File: src/rtl/asram_pkg.sv
package asram_pkg;

    typedef enum logic [2:0] {
        ST_IDLE,
        ST_RD_ACC,
        ST_WR_PULSE,
        ST_WR_END,
        ST_WR_TAIL,
        ST_STBY,
        ST_RECOV
    } asram_state_e;

    // whole clock cycles covering a minimum time
    function automatic int cyc_ceil(input int t_ns, input int clk_ns);
        return (t_ns + clk_ns - 1) / clk_ns;
    endfunction

    function automatic int imax(input int a, input int b);
        return (a > b) ? a : b;
    endfunction

endpackage

File: src/rtl/asram_cnt.sv
module asram_cnt #(
    parameter int CW = 4
) (
    input  logic          clk,
    input  logic          rst_n,
    input  logic          load,
    input  logic [CW-1:0] load_val,
    output logic          done
);
    logic [CW-1:0] cnt_q;

    always_ff @(posedge clk or negedge rst_n) begin
        if (!rst_n) begin
            cnt_q <= '0;
        end else if (load) begin
            cnt_q <= load_val;
        end else if (cnt_q != '0) begin
            cnt_q <= cnt_q - 1'b1;
        end
    end

    assign done = (cnt_q == '0);

endmodule

File: src/rtl/asram_dpath.sv
module asram_dpath #(
    parameter int AW = 17,
    parameter int DW = 8
) (
    input  logic          clk,
    input  logic          rst_n,
    input  logic          accept,
    input  logic          capture,
    input  logic [AW-1:0] req_addr,
    input  logic [DW-1:0] req_wdata,
    input  logic [DW-1:0] mem_dq_in,
    output logic [AW-1:0] mem_addr,
    output logic [DW-1:0] mem_dq_out,
    output logic [DW-1:0] rd_data
);
    // address and write data are held until the next accepted request
    always_ff @(posedge clk or negedge rst_n) begin
        if (!rst_n) begin
            mem_addr   <= '0;
            mem_dq_out <= '0;
        end else if (accept) begin
            mem_addr   <= req_addr;
            mem_dq_out <= req_wdata;
        end
    end

    always_ff @(posedge clk or negedge rst_n) begin
        if (!rst_n) begin
            rd_data <= '0;
        end else if (capture) begin
            rd_data <= mem_dq_in;
        end
    end

endmodule

File: src/rtl/asram_fsm.sv
module asram_fsm
    import asram_pkg::*;
#(
    parameter int N_RD   = 7,
    parameter int N_WP   = 6,
    parameter int N_TAIL = 0,
    parameter int N_RC   = 7,
    parameter int CW     = 3
) (
    input  logic          clk,
    input  logic          rst_n,
    input  logic          standby_req,
    input  logic          req_valid,
    input  logic          req_write,
    input  logic          cnt_done,
    output logic          req_ready,
    output logic          accept,
    output logic          capture,
    output logic          cnt_load,
    output logic [CW-1:0] cnt_val,
    output logic          rd_valid,
    output logic          mem_sel_n,
    output logic          mem_sel,
    output logic          mem_we_n,
    output logic          mem_oe_n,
    output logic          mem_dq_oe
);
    localparam logic [CW-1:0] L_RD   = CW'(N_RD - 1);
    localparam logic [CW-1:0] L_WP   = CW'(N_WP - 1);
    localparam logic [CW-1:0] L_RC   = CW'(N_RC - 1);
    localparam logic [CW-1:0] L_TAIL = CW'((N_TAIL > 0) ? N_TAIL - 1 : 0);

    asram_state_e state_q, state_d;

    assign req_ready = (state_q == ST_IDLE) && !standby_req;
    assign accept    = req_ready && req_valid;
    assign capture   = (state_q == ST_RD_ACC) && cnt_done;

    // next state and phase counter load
    always_comb begin
        state_d  = state_q;
        cnt_load = 1'b0;
        cnt_val  = '0;
        unique case (state_q)
            ST_IDLE: begin
                if (standby_req) begin
                    state_d = ST_STBY;
                end else if (req_valid) begin
                    cnt_load = 1'b1;
                    if (req_write) begin
                        state_d = ST_WR_PULSE;
                        cnt_val = L_WP;
                    end else begin
                        state_d = ST_RD_ACC;
                        cnt_val = L_RD;
                    end
                end
            end
            ST_RD_ACC: begin
                if (cnt_done) state_d = ST_IDLE;
            end
            ST_WR_PULSE: begin
                if (cnt_done) state_d = ST_WR_END;
            end
            ST_WR_END: begin
                if (N_TAIL > 0) begin
                    state_d  = ST_WR_TAIL;
                    cnt_load = 1'b1;
                    cnt_val  = L_TAIL;
                end else begin
                    state_d = ST_IDLE;
                end
            end
            ST_WR_TAIL: begin
                if (cnt_done) state_d = ST_IDLE;
            end
            ST_STBY: begin
                if (!standby_req) begin
                    state_d  = ST_RECOV;
                    cnt_load = 1'b1;
                    cnt_val  = L_RC;
                end
            end
            ST_RECOV: begin
                if (cnt_done) state_d = ST_IDLE;
            end
            default: state_d = ST_IDLE;
        endcase
    end

    // state register
    always_ff @(posedge clk or negedge rst_n) begin
        if (!rst_n) state_q <= ST_IDLE;
        else        state_q <= state_d;
    end

    // registered strobes, decoded from the state being entered
    always_ff @(posedge clk or negedge rst_n) begin
        if (!rst_n) begin
            mem_sel_n <= 1'b1;
            mem_sel   <= 1'b0;
            mem_we_n  <= 1'b1;
            mem_oe_n  <= 1'b1;
            mem_dq_oe <= 1'b0;
            rd_valid  <= 1'b0;
        end else begin
            mem_sel_n <= !(state_d inside {ST_RD_ACC, ST_WR_PULSE, ST_WR_END});
            mem_sel   <=  (state_d inside {ST_RD_ACC, ST_WR_PULSE, ST_WR_END});
            mem_we_n  <=  (state_d != ST_WR_PULSE);
            mem_oe_n  <=  (state_d != ST_RD_ACC);
            mem_dq_oe <=  (state_d inside {ST_WR_PULSE, ST_WR_END});
            rd_valid  <=  capture;
        end
    end

    p_we_selected_r4: assert property (@(posedge clk) disable iff (!rst_n)
        !mem_we_n |-> (!mem_sel_n && mem_sel && mem_oe_n && mem_dq_oe));

    p_drive_window_r6: assert property (@(posedge clk) disable iff (!rst_n)
        mem_dq_oe |-> (!mem_we_n || !$past(mem_we_n)));

    p_we_rise_selected_r5: assert property (@(posedge clk) disable iff (!rst_n)
        $rose(mem_we_n) |-> (!mem_sel_n && mem_sel));

    p_deselect_after_end_r5: assert property (@(posedge clk) disable iff (!rst_n)
        $rose(mem_we_n) |=> (mem_sel_n && !mem_sel && !mem_dq_oe));

    p_rdvalid_pulse_r3: assert property (@(posedge clk) disable iff (!rst_n)
        rd_valid |=> !rd_valid);

    p_standby_blocks_r8: assert property (@(posedge clk) disable iff (!rst_n)
        standby_req |-> !req_ready);

    p_ready_deselected_r11: assert property (@(posedge clk) disable iff (!rst_n)
        req_ready |-> (mem_sel_n && !mem_sel && mem_we_n && mem_oe_n));

endmodule

File: src/rtl/asram_ctrl.sv
module asram_ctrl
    import asram_pkg::*;
#(
    parameter int AW      = 17,
    parameter int DW      = 8,
    parameter int CLK_NS  = 10,
    parameter int T_RC_NS = 70,
    parameter int T_AA_NS = 70,
    parameter int T_OE_NS = 40,
    parameter int T_WC_NS = 70,
    parameter int T_CW_NS = 60,
    parameter int T_AW_NS = 60,
    parameter int T_WP_NS = 50,
    parameter int T_DW_NS = 30
) (
    input  logic          clk,
    input  logic          rst_n,
    input  logic          standby_req,
    input  logic          req_valid,
    output logic          req_ready,
    input  logic          req_write,
    input  logic [AW-1:0] req_addr,
    input  logic [DW-1:0] req_wdata,
    output logic          rd_valid,
    output logic [DW-1:0] rd_data,
    output logic [AW-1:0] mem_addr,
    output logic          mem_sel_n,
    output logic          mem_sel,
    output logic          mem_we_n,
    output logic          mem_oe_n,
    output logic [DW-1:0] mem_dq_out,
    output logic          mem_dq_oe,
    input  logic [DW-1:0] mem_dq_in
);
    localparam int C_RC = cyc_ceil(T_RC_NS, CLK_NS);
    localparam int C_AA = cyc_ceil(T_AA_NS, CLK_NS);
    localparam int C_OE = cyc_ceil(T_OE_NS, CLK_NS);
    localparam int C_WC = cyc_ceil(T_WC_NS, CLK_NS);
    localparam int C_CW = cyc_ceil(T_CW_NS, CLK_NS);
    localparam int C_AW = cyc_ceil(T_AW_NS, CLK_NS);
    localparam int C_WP = cyc_ceil(T_WP_NS, CLK_NS);
    localparam int C_DW = cyc_ceil(T_DW_NS, CLK_NS);

    localparam int N_RD   = imax(C_RC, imax(C_AA, C_OE));
    localparam int N_WP   = imax(imax(C_WP, C_DW), imax(C_CW, C_AW));
    localparam int N_TAIL = (C_WC > N_WP + 1) ? (C_WC - N_WP - 1) : 0;
    localparam int N_RC   = C_RC;
    localparam int N_MAX  = imax(imax(N_RD, N_WP), imax(N_RC, N_TAIL));
    localparam int CW     = (N_MAX < 2) ? 1 : $clog2(N_MAX);

    if (C_RC < 1 || C_AA < 1 || C_OE < 1 || C_WC < 1 ||
        C_CW < 1 || C_AW < 1 || C_WP < 1 || C_DW < 1) begin : g_bad_timing
        $error("asram_ctrl: a phase rounds to fewer than one clock cycle");
    end

    logic          accept;
    logic          capture;
    logic          cnt_load;
    logic          cnt_done;
    logic [CW-1:0] cnt_val;

    asram_fsm #(
        .N_RD   (N_RD),
        .N_WP   (N_WP),
        .N_TAIL (N_TAIL),
        .N_RC   (N_RC),
        .CW     (CW)
    ) u_fsm (
        .clk         (clk),
        .rst_n       (rst_n),
        .standby_req (standby_req),
        .req_valid   (req_valid),
        .req_write   (req_write),
        .cnt_done    (cnt_done),
        .req_ready   (req_ready),
        .accept      (accept),
        .capture     (capture),
        .cnt_load    (cnt_load),
        .cnt_val     (cnt_val),
        .rd_valid    (rd_valid),
        .mem_sel_n   (mem_sel_n),
        .mem_sel     (mem_sel),
        .mem_we_n    (mem_we_n),
        .mem_oe_n    (mem_oe_n),
        .mem_dq_oe   (mem_dq_oe)
    );

    asram_cnt #(.CW(CW)) u_cnt (
        .clk      (clk),
        .rst_n    (rst_n),
        .load     (cnt_load),
        .load_val (cnt_val),
        .done     (cnt_done)
    );

    asram_dpath #(.AW(AW), .DW(DW)) u_dpath (
        .clk        (clk),
        .rst_n      (rst_n),
        .accept     (accept),
        .capture    (capture),
        .req_addr   (req_addr),
        .req_wdata  (req_wdata),
        .mem_dq_in  (mem_dq_in),
        .mem_addr   (mem_addr),
        .mem_dq_out (mem_dq_out),
        .rd_data    (rd_data)
    );

    // address and data may only move on or after the edge that ends a write
    p_write_hold_r5: assert property (@(posedge clk) disable iff (!rst_n)
        !$past(mem_we_n) |-> ($stable(mem_addr) && $stable(mem_dq_out)));

endmodule

File: config.mk
export PLATFORM = sky130hd
export DESIGN_NAME = asram_ctrl
export DESIGN_NICKNAME = d
export VERILOG_FILES = /design/src/rtl/asram_pkg.sv /design/src/rtl/asram_cnt.sv /design/src/rtl/asram_dpath.sv /design/src/rtl/asram_fsm.sv /design/src/rtl/asram_ctrl.sv
export SDC_FILE = /design/constraint.sdc
export NUM_CORES = 1
export LEC_CHECK = 0
export CORE_ASPECT_RATIO = 1.5
export CORE_MARGIN = 1
export CORE_UTILIZATION = 44
export CTS_CLUSTER_DIAMETER = 200
export DETAILED_ROUTE_END_ITERATION = 7
export HOLD_SLACK_MARGIN = 0.1
export PLACE_DENSITY_LB_ADDON = 0.3
export SYNTH_ARGS = -nofsm -noshare
export SYNTH_HDL_FRONTEND = slang
export SYNTH_HIERARCHICAL = 1
export SYNTH_SLANG_ARGS = --single-unit
File: constraint.sdc
create_clock -name clk -period 2.2 [get_ports clk]
set_input_delay 0.33 -clock clk [delete_from_list [all_inputs] [get_ports clk]]
set_output_delay 0.33 -clock clk [all_outputs]
set_load 0.02 [all_outputs]
; ---- Yosys cells after proc, flatten, opt, wreduce, memory -nomap -nowiden
; Cells that the tools add are included.
; W data, S select, Z words.
[op_classes]
n_eq_ne = 10
reduce_logical = 12
addsub = 1
mux = 18
[op_table]
columns = operator, n
row1 = $mux W3, 10
row2 = $pmux W3 S4, 1
row3 = $eq A3 B2 Y1 const B, 3
row4 = $eq A3 B3 Y1 const B, 3
row5 = $eq A3 B1 Y1 const B, 2
row6 = $logic_not A3 Y1, 2
row7 = $pmux W3 S2, 1
row8 = $reduce_bool A3 Y1, 2
row9 = $mux W2, 2
row10 = $reduce_bool A2 Y1, 2
row11 = $logic_and A1 B1 Y1, 3
row12 = $mux W1, 3
row13 = $ne A3 B1 Y1 const B, 1
row14 = $ne A3 B2 Y1 const B, 1
row15 = $reduce_or A3 Y1, 1
row16 = $sub A3 B1 Y3 const B, 1
row17 = $logic_not A1 Y1, 2
row18 = $pmux W1 S2, 1
[word_totals]
wordCells = 52
out_inout_bits = 40
in_bits = 38
reg_bits = 45

; ---- Longest topological paths before layout
; Gate-level depths: netlist of run 1.
[logic_depth]
word_depth = 7
mapped_depth = 8
ltp_nobuf = 8

; ---- Cells and area by module
; The synthesis of run 1 kept the hierarchy.
[modules_own_cells]
columns = module, area_each_um2, n_inst, seq_area_each_um2, cells_per_inst
row1 = asram_dpath, 1328.8, 1, 825.8, 70
row2 = asram_fsm, 506.7, 1, 229.0, 48
row3 = asram_cnt, 200.2, 1, 75.1, 21

; ---- Worst setup path before layout of run 1
; No wires, ideal clock.
[synth_path]
path_kind = reg2reg
start = register u_fsm.state_q[1]
end = register u_dpath.mem_addr[0]
t_required_ps = 2075
path_slack_ps = 379
setup_time_ps = 125
path_buffers = 3
t_arrival_ps = 1696
path_stages_with_launch = 7
period_less_slack_ps = 1821
cell_sequence = dfrtp_1 -> buf_6 -> nor4_4 -> and2_2 -> buf_6 -> buf_12 -> mux2_4
[synth_between]
elab_chain_cells = 3
[synth_rtl]
columns = item, line_no
row1 = from (decl), asram_fsm.sv:33  ; asram_state_e state_q, state_d;
row2 = from (signal assigned), asram_fsm.sv:94  ; else state_q <= state_d;
row3 = $logic_not A3 Y1, asram_fsm.sv:35  ; assign req_ready = (state_q == ST_IDLE) && !standby_req;
row4 = $logic_and A1 B1 Y1, asram_fsm.sv:35
row5 = named net req_ready, asram_ctrl.sv:20  ; output logic req_ready,
row6 = $logic_and A1 B1 Y1, asram_fsm.sv:36  ; assign accept = req_ready && req_valid;
row7 = named net accept, asram_ctrl.sv:56  ; logic accept;
row8 = to (signal assigned), asram_dpath.sv:22  ; mem_addr <= req_addr;
row9 = to (decl), asram_dpath.sv:12  ; output logic [AW-1:0] mem_addr,
; The timed path passes the listed nets, and every way through them passes these cells.
; A chain may end at the register's enable or synchronous reset.

; ---- Final worst setup path of run 1
[layout_path]
start = register u_fsm.state_q[1]
end = output port req_ready
[layout_between]
elab_chain_cells = 2
[layout_rtl]
columns = item, line_no
row1 = $logic_not A3 Y1, asram_fsm.sv:35
row2 = $logic_and A1 B1 Y1, asram_fsm.sv:35
row3 = to (decl), asram_ctrl.sv:20
; Every way passes these cells.

==> results of run 1 <==
[per-stage QoR]
stage / std cells / util, % / hold WS (ns) / cell area [µm²]
6_report: 266 / 67.8 / 0.483 / 2930
2_1_floorplan: 139 / - / 0.0344 / 2040
5_1_grt: 266 / 67.8 / 0.518 / 2930
3_3_place_gp: 257 / 64.9 / 0.260 / 2800
4_1_cts: 266 / 67.8 / 0.486 / 2930
3_5_place_dp: 257 / 64.9 / 0.269 / 2800
[logic make-up after synthesis]
group / after synthesis
adder cells (fa/ha/maj): 2
flip-flops: 45
AND/OR/NAND/NOR: 30
buffers and inverters: 15
AO/OA/AOI/OAI: 14
multiplexers: 33
[worst max path at each step]
stage,end,slack (ns),cells past startpoint
CTS,req_ready,0.08,2
floorplan,u_dpath/mem_addr[0]$_DFFE_PN0P_,0.38,6
global placement,req_ready,0.18,3
finish,req_ready,0.10,2
global route,req_ready,0.01,2
detailed placement,req_ready,0.13,3
[cells in the mapped netlist, drive strengths merged (2+ instances only)]
cell type / count / area share [%]
and2: 3 / 1.0
nand2b: 3 / 0.92
ha: 2 / 1.2
o21ai: 2 / 0.49
nor2: 4 / 0.74
o21a: 2 / 0.74
nand2: 5 / 0.92
dfrtp: 42 / 52
a21oi: 2 / 0.49
buf: 8 / 4.6
inv: 7 / 1.3
nor2b: 4 / 1.2
mux2: 33 / 22
dfstp: 3 / 3.9
a31oi: 2 / 0.61
nor4b: 2 / 0.86
a221oi: 2 / 1.2
[state kept, by name, indices dropped and copies added (netlist names)]
register,cells
u_dpath/mem_addr,17
u_dpath/mem_dq_out,8
u_dpath/rd_data,8
u_cnt/cnt_q,3
u_fsm/state_q,3
u_fsm/mem_dq_oe,1
u_fsm/mem_oe_n,1
u_fsm/mem_sel,1
u_fsm/mem_sel_n,1
u_fsm/mem_we_n,1
u_fsm/rd_valid,1
[report_power, final]
group	internal, mW	leakage [nW]	switching, mW
logic	1.20	0.662	0.972
clock network	0.370	0.0585	0.252
registers	1.23	0.544	0.260
[worst max-delay path, stage by stage, from the launching register on]
cell and delay, ns:
dfrtp_1 0.49, nor4_4 0.34, clkdlybuf4s50_1 0.65
[timing repair]
item | in CTS | in global routing
gates resized for setup | 0 | 0
endpoints found under the hold margin | 15 | 0
hold buffers | 1 | 0
[final cells by class]
type / instances / area (µm²)
Tap cell: 46 / 57.6
Inverter: 7 / 26.3
Fill cell: 325 / 1390
Timing Repair Buffer: 81 / 811
Clock inverter: 1 / 30.0
Sequential cell: 45 / 1130
Clock buffer: 7 / 86.3
Multi-Input combinational cell: 79 / 786
[routing by layer]
metal	up-vias	GRT usage, %	wire (µm)
met5	-	0	0
met4	0	5.99	70
met3	8	4.27	313
met2	56	33.7	2320
met1	679	22.7	1730
li1	639	-	-
==> impl_metrics.tcl, run 1 <==
set metrics [dict create \
    status "complete, but fails checks" \
    failed_checks "design-rule violations" \
    cp.arrival_ns 1.77 \
    first_pass_iters 6 \
    async_reset_ff_share_pct 100 \
    crit-reg2reg-launch "u_cnt/cnt_q[0]$_DFFE_PN0P_" \
    r2r_slack_ns 0.36 \
    layout_common_cells "clkdlybuf4s50_1 (76), dfrtp_1 (42), mux2_4 (20), mux2_2 (13), inv_1 (7)" \
    setup_tns_ns 0 \
    ff2ff_path_depth 6 \
    clockBufferDepth 2 \
    crit_path_start_kind "register" \
    die_w_um 57.5 \
    clk_pin_slew_ns 0.08 \
    worst-path-max-fanout 9 \
    r2r-end "u_dpath/rd_data[6]$_DFFE_PN0P_" \
    dp_slack_ns 0.132 \
    syn-num-nets 179 \
    startpoint "u_fsm/state_q[1]$_DFF_PN0_" \
    routedWlPerCell_um 16.6 \
    required_ns 1.87 \
    layout_commonest_cell "clkdlybuf4s50_1" \
    clk_latency_ns 0.29 \
    fmax_ghz 0.477 \
    layout_min_cycle_time_ns 2.10 \
    grt_pass1_wl_um 7060 \
    period_share_pct 95.3 \
    numClockSinks 45 \
    dp_hpwl_um 3310 \
    syn_area_per_cell_um2 14.6 \
    crit_type "register to primary output" \
    final-hold-violation-count 0 \
    viasPerCell 5.20 \
    power.density_nw_per_um2 1460 \
    start_util_pct 47.1 \
    vias 1382 \
    finClkSkew_ns 0.00779 \
    synthSimpleGateAreaFrac_pct 10.1 \
    antenna_found_initial 0 \
    ys_seq_area_share_pct 55.5 \
    synth-compound-area-share_pct 5.35 \
    nets 259 \
    yosys.area_share.adder_pct 1.23 \
    ant_nets 0 \
    leakagePower_nw 1.26 \
    grt_start_max_net_pins 29 \
    dieHeight_um 85.3 \
    synth_top_family_by_area "multiplexers" \
    hold_class "input port to async pin" \
    synth-xor-area-share_pct 0 \
    h-tree-depth 2 \
    postCtsSetupBuffers 0 \
    cts_made_buffers 5 \
    yosysUniqueCellTypes 36 \
    grtUsageTotal_pct 19.1 \
    ys.flop_type "dfrtp_1" \
    rows 29 \
    synthCells 139 \
    place.gp.congestion 0.787 \
    synth_area_um2 2040 \
    tightestPinTransition_ns 0.383 \
    rsz0062_at_grt "no" \
    drive_above_1_share_pct 25.0 \
    setup_ws_ns 0.103 \
    slew_headroom_pct 74.5 \
    synth-seq-cells 45 \
    drt_iter0_drc 33 \
    finalMaxSlewViolations 0 \
    worst_setup_path_end_kind "primary output" \
    first_global_vias 1432 \
    fp.coreArea_um2 4320 \
    setup_viol 0 \
    ir_worst_vdd_uv 786 \
    muxShareOfSynthArea_pct 21.9 \
    drv_cap 0 \
    area_growth_pct 43.8 \
    synth_edf_count 0 \
    ios 78 \
    grt_overflow 0 \
    synth_warnings 6 \
    n_antenna_cell 0 \
    cts_tree "done" \
    die-area_um2 4910 \
    drc 9 \
    portBuffers 77 \
    cts_root_buffer "clkbuf_8" \
    wl_um 4430 \
    power_mw 4.28 \
]
Power figures use the tool's default switching activity.
==> inputs of run 2 (changes only) <==
HOLD_SLACK_MARGIN = 0.08   (was 0.1)
==> results of run 2 <==
Same layout as run 1: the final DEF is identical, and so are final timing and power.
==> inputs of run 3 (changes only) <==
--- a/config.mk
+++ b/config.mk
@@ -13,4 +13,5 @@
 export HOLD_SLACK_MARGIN = 0.08
 export PLACE_DENSITY_LB_ADDON = 0.3
+export SLEW_MARGIN = 20
 export SYNTH_ARGS = -nofsm -noshare
 export SYNTH_HDL_FRONTEND = slang
==> constraint.sdc (replaced) <==
create_clock -name clk -period 2.2 [get_ports clk]
set_input_delay 0.33 -clock clk [delete_from_list [all_inputs] [get_ports clk]]
set_output_delay 0.33 -clock clk [all_outputs]
set_load 0.005 [all_outputs]
==> run 3 against run 2 <==
  * The flow still finishes with violations (design-rule violations)
  * Utilization up 0.29 points
  * Flip-flop and latch count unchanged
  * Clock power up 1%
  * Clock-buffer cell count unchanged
  * Clock skew down 0.00062 ns
  * First-iteration DRC count up 76%
  * Combinational power down 19%
  * Via count up 1.3%
  * Non-clock buffer count unchanged
  * Total power down 8.9%
  * Die area unchanged
  * Critical path type unchanged
  * Largest power group unchanged
  * Highest routed layer unchanged
==> impl_metrics.tcl, run 3 (synthesized netlist as in run 1, its figures left out) <==
set metrics [dict create \
    period_share_pct 90.9 \
    timing.hold.ws_ns 0.517 \
    area_growth_pct 44.4 \
    crit_end "req_ready" \
    wl_um 4450 \
    portBuffers 77 \
    grtUsageTotal_pct 19.9 \
    finClkSkew_ns 0.00717 \
    cp_slowest_cell "clkdlybuf4s50_1" \
    failed_checks "design-rule violations" \
    crit-reg2reg-launch "u_cnt/cnt_q[0]$_DFFE_PN0P_" \
    ff2ff_path_depth 6 \
    layout_commonest_cell "clkdlybuf4s50_1" \
    crit_path_start_kind "register" \
    clk_latency_ns 0.29 \
    cp.arrival_ns 1.67 \
    grt_pass1_wl_um 7440 \
    multiInputGateArea_um2 786 \
    first_pass_iters 6 \
    ir_worst_vdd_uv 854 \
    cts_root_buffer "clkbuf_8" \
    r2r-end "u_dpath/rd_data[2]$_DFFE_PN0P_" \
    leakagePower_nw 1.27 \
    largest_reg_flops 17 \
    clockBufferDepth 2 \
    drt_iter0_drc 58 \
    r2r_slack_ns 0.30 \
    regMostFlops "u_dpath/mem_addr" \
    status "complete, but fails checks" \
    fmax_ghz 0.500 \
    ios 78 \
    vias 1400 \
    cp_num_cells 2 \
    n_antenna_cell 0 \
    antenna_found_initial 0 \
    die-area_um2 4910 \
    drive_above_1_share_pct 25.0 \
    seqCellArea_um2 1130 \
    routedWlPerCell_um 16.7 \
    fp.coreArea_um2 4320 \
    fillers 342 \
    drv_cap 0 \
    slew_headroom_pct 75.2 \
    hold_class "register to register" \
    grt_start_max_net_pins 46 \
    numClockSinks 45 \
    crit_buf_inv 1 \
    cts_made_buffers 5 \
    die_w_um 57.5 \
    layout_min_cycle_time_ns 2.00 \
    crit_type "register to primary output" \
    rsz0062_at_grt "no" \
    tightestPinTransition_ns 0.371 \
    dieHeight_um 85.3 \
    worst_setup_path_end_kind "primary output" \
    slowest_delay_ns 0.55 \
    h-tree-depth 2 \
    power_mw 3.90 \
    required_ns 1.87 \
    dp_hpwl_um 3380 \
    nets 259 \
    power.density_nw_per_um2 1330 \
    finalMaxSlewViolations 0 \
    startpoint "u_fsm/state_q[1]$_DFF_PN0_" \
    first_global_vias 1514 \
    ant_nets 0 \
    path_cells "nor4_4 > clkdlybuf4s50_1" \
    place.gp.congestion 0.808 \
    worst-path-max-fanout 9 \
    clk_pin_slew_ns 0.08 \
    largestRegisters "u_dpath/mem_addr (17), u_dpath/mem_dq_out (8), u_dpath/rd_data (8)" \
    rows 29 \
    crit_family "buffers and inverters" \
    cts_tree "done" \
    setup_tns_ns 0 \
    drc 9 \
    final-hold-violation-count 0 \
    layout_common_cells "clkdlybuf4s50_1 (76), dfrtp_1 (42), mux2_4 (20), mux2_2 (13), inv_1 (7)" \
    viasPerCell 5.26 \
    setup_viol 0 \
    grt_overflow 0 \
    start_util_pct 47.1 \
]
## run 3: layout make-up
type,instances,share of cell area (%)
clock inverter,1,1.02
multi-input combinational,79,26.7
timing repair buffer,81,28.0
tap,46,1.96
inverter,7,0.894
sequential,45,38.4
clock buffer,7,2.94
## run 3: worst min-delay path by stage
| stage | startpoint | end | slack, ns | depth (start not counted) |
|---|---|---|---|---|
| after floorplan | rst_n | u_cnt/cnt_q[0]$_DFFE_PN0P_ | 0.03 | 0 |
| after global placement | rst_n | u_dpath/mem_dq_out[2]$_DFFE_PN0P_ | 0.32 | 2 |
| after detailed placement | rst_n | u_dpath/mem_dq_out[6]$_DFFE_PN0P_ | 0.33 | 2 |
| after CTS | u_dpath/rd_data[6]$_DFFE_PN0P_ | u_dpath/rd_data[6]$_DFFE_PN0P_ | 0.52 | 1 |
| after global routing | u_dpath/mem_addr[8]$_DFFE_PN0P_ | u_dpath/mem_addr[8]$_DFFE_PN0P_ | 0.54 | 1 |
| final | u_dpath/mem_addr[2]$_DFFE_PN0P_ | u_dpath/mem_addr[2]$_DFFE_PN0P_ | 0.52 | 1 |
## run 3: stage by stage
step                      cells  area (µm²)  worst slack, ns  util, %
final                       266        2940            0.200     68.1
after global routing        266        2940            0.102     68.1
after detailed placement    257        2810            0.204     65.1
after floorplan             139        2040            0.539        -
after CTS                   266        2940            0.177     68.1
after global placement      257        2810            0.262     65.1
## run 3: per-layer routing
metal | up-vias | GRT usage, % | part of all wire [%] | wire (µm)
li1 | 641 | - | - | -
met1 | 705 | 22.3 | 37 | 1650
met2 | 49 | 36.4 | 55 | 2470
met3 | 5 | 4.27 | 6.1 | 273
met4 | 0 | 6.65 | 1.3 | 56
met5 | - | 0 | 0 | 0
## run 3: what timing repair did
| action | in CTS | in global routing |
|---|---|---|
| hold buffers | 1 | 0 |
| setup buffers | 0 | 0 |
| resized for setup | 0 | 0 |
| endpoints found under the hold margin | 42 | 0 |
## run 3: where the power goes
| group | leakage (nW) | internal (mW) | switching [mW] |
|---|---|---|---|
| clock network | 0.0585 | 0.370 | 0.260 |
| logic | 0.667 | 1.19 | 0.569 |
| registers | 0.544 | 1.23 | 0.277 |
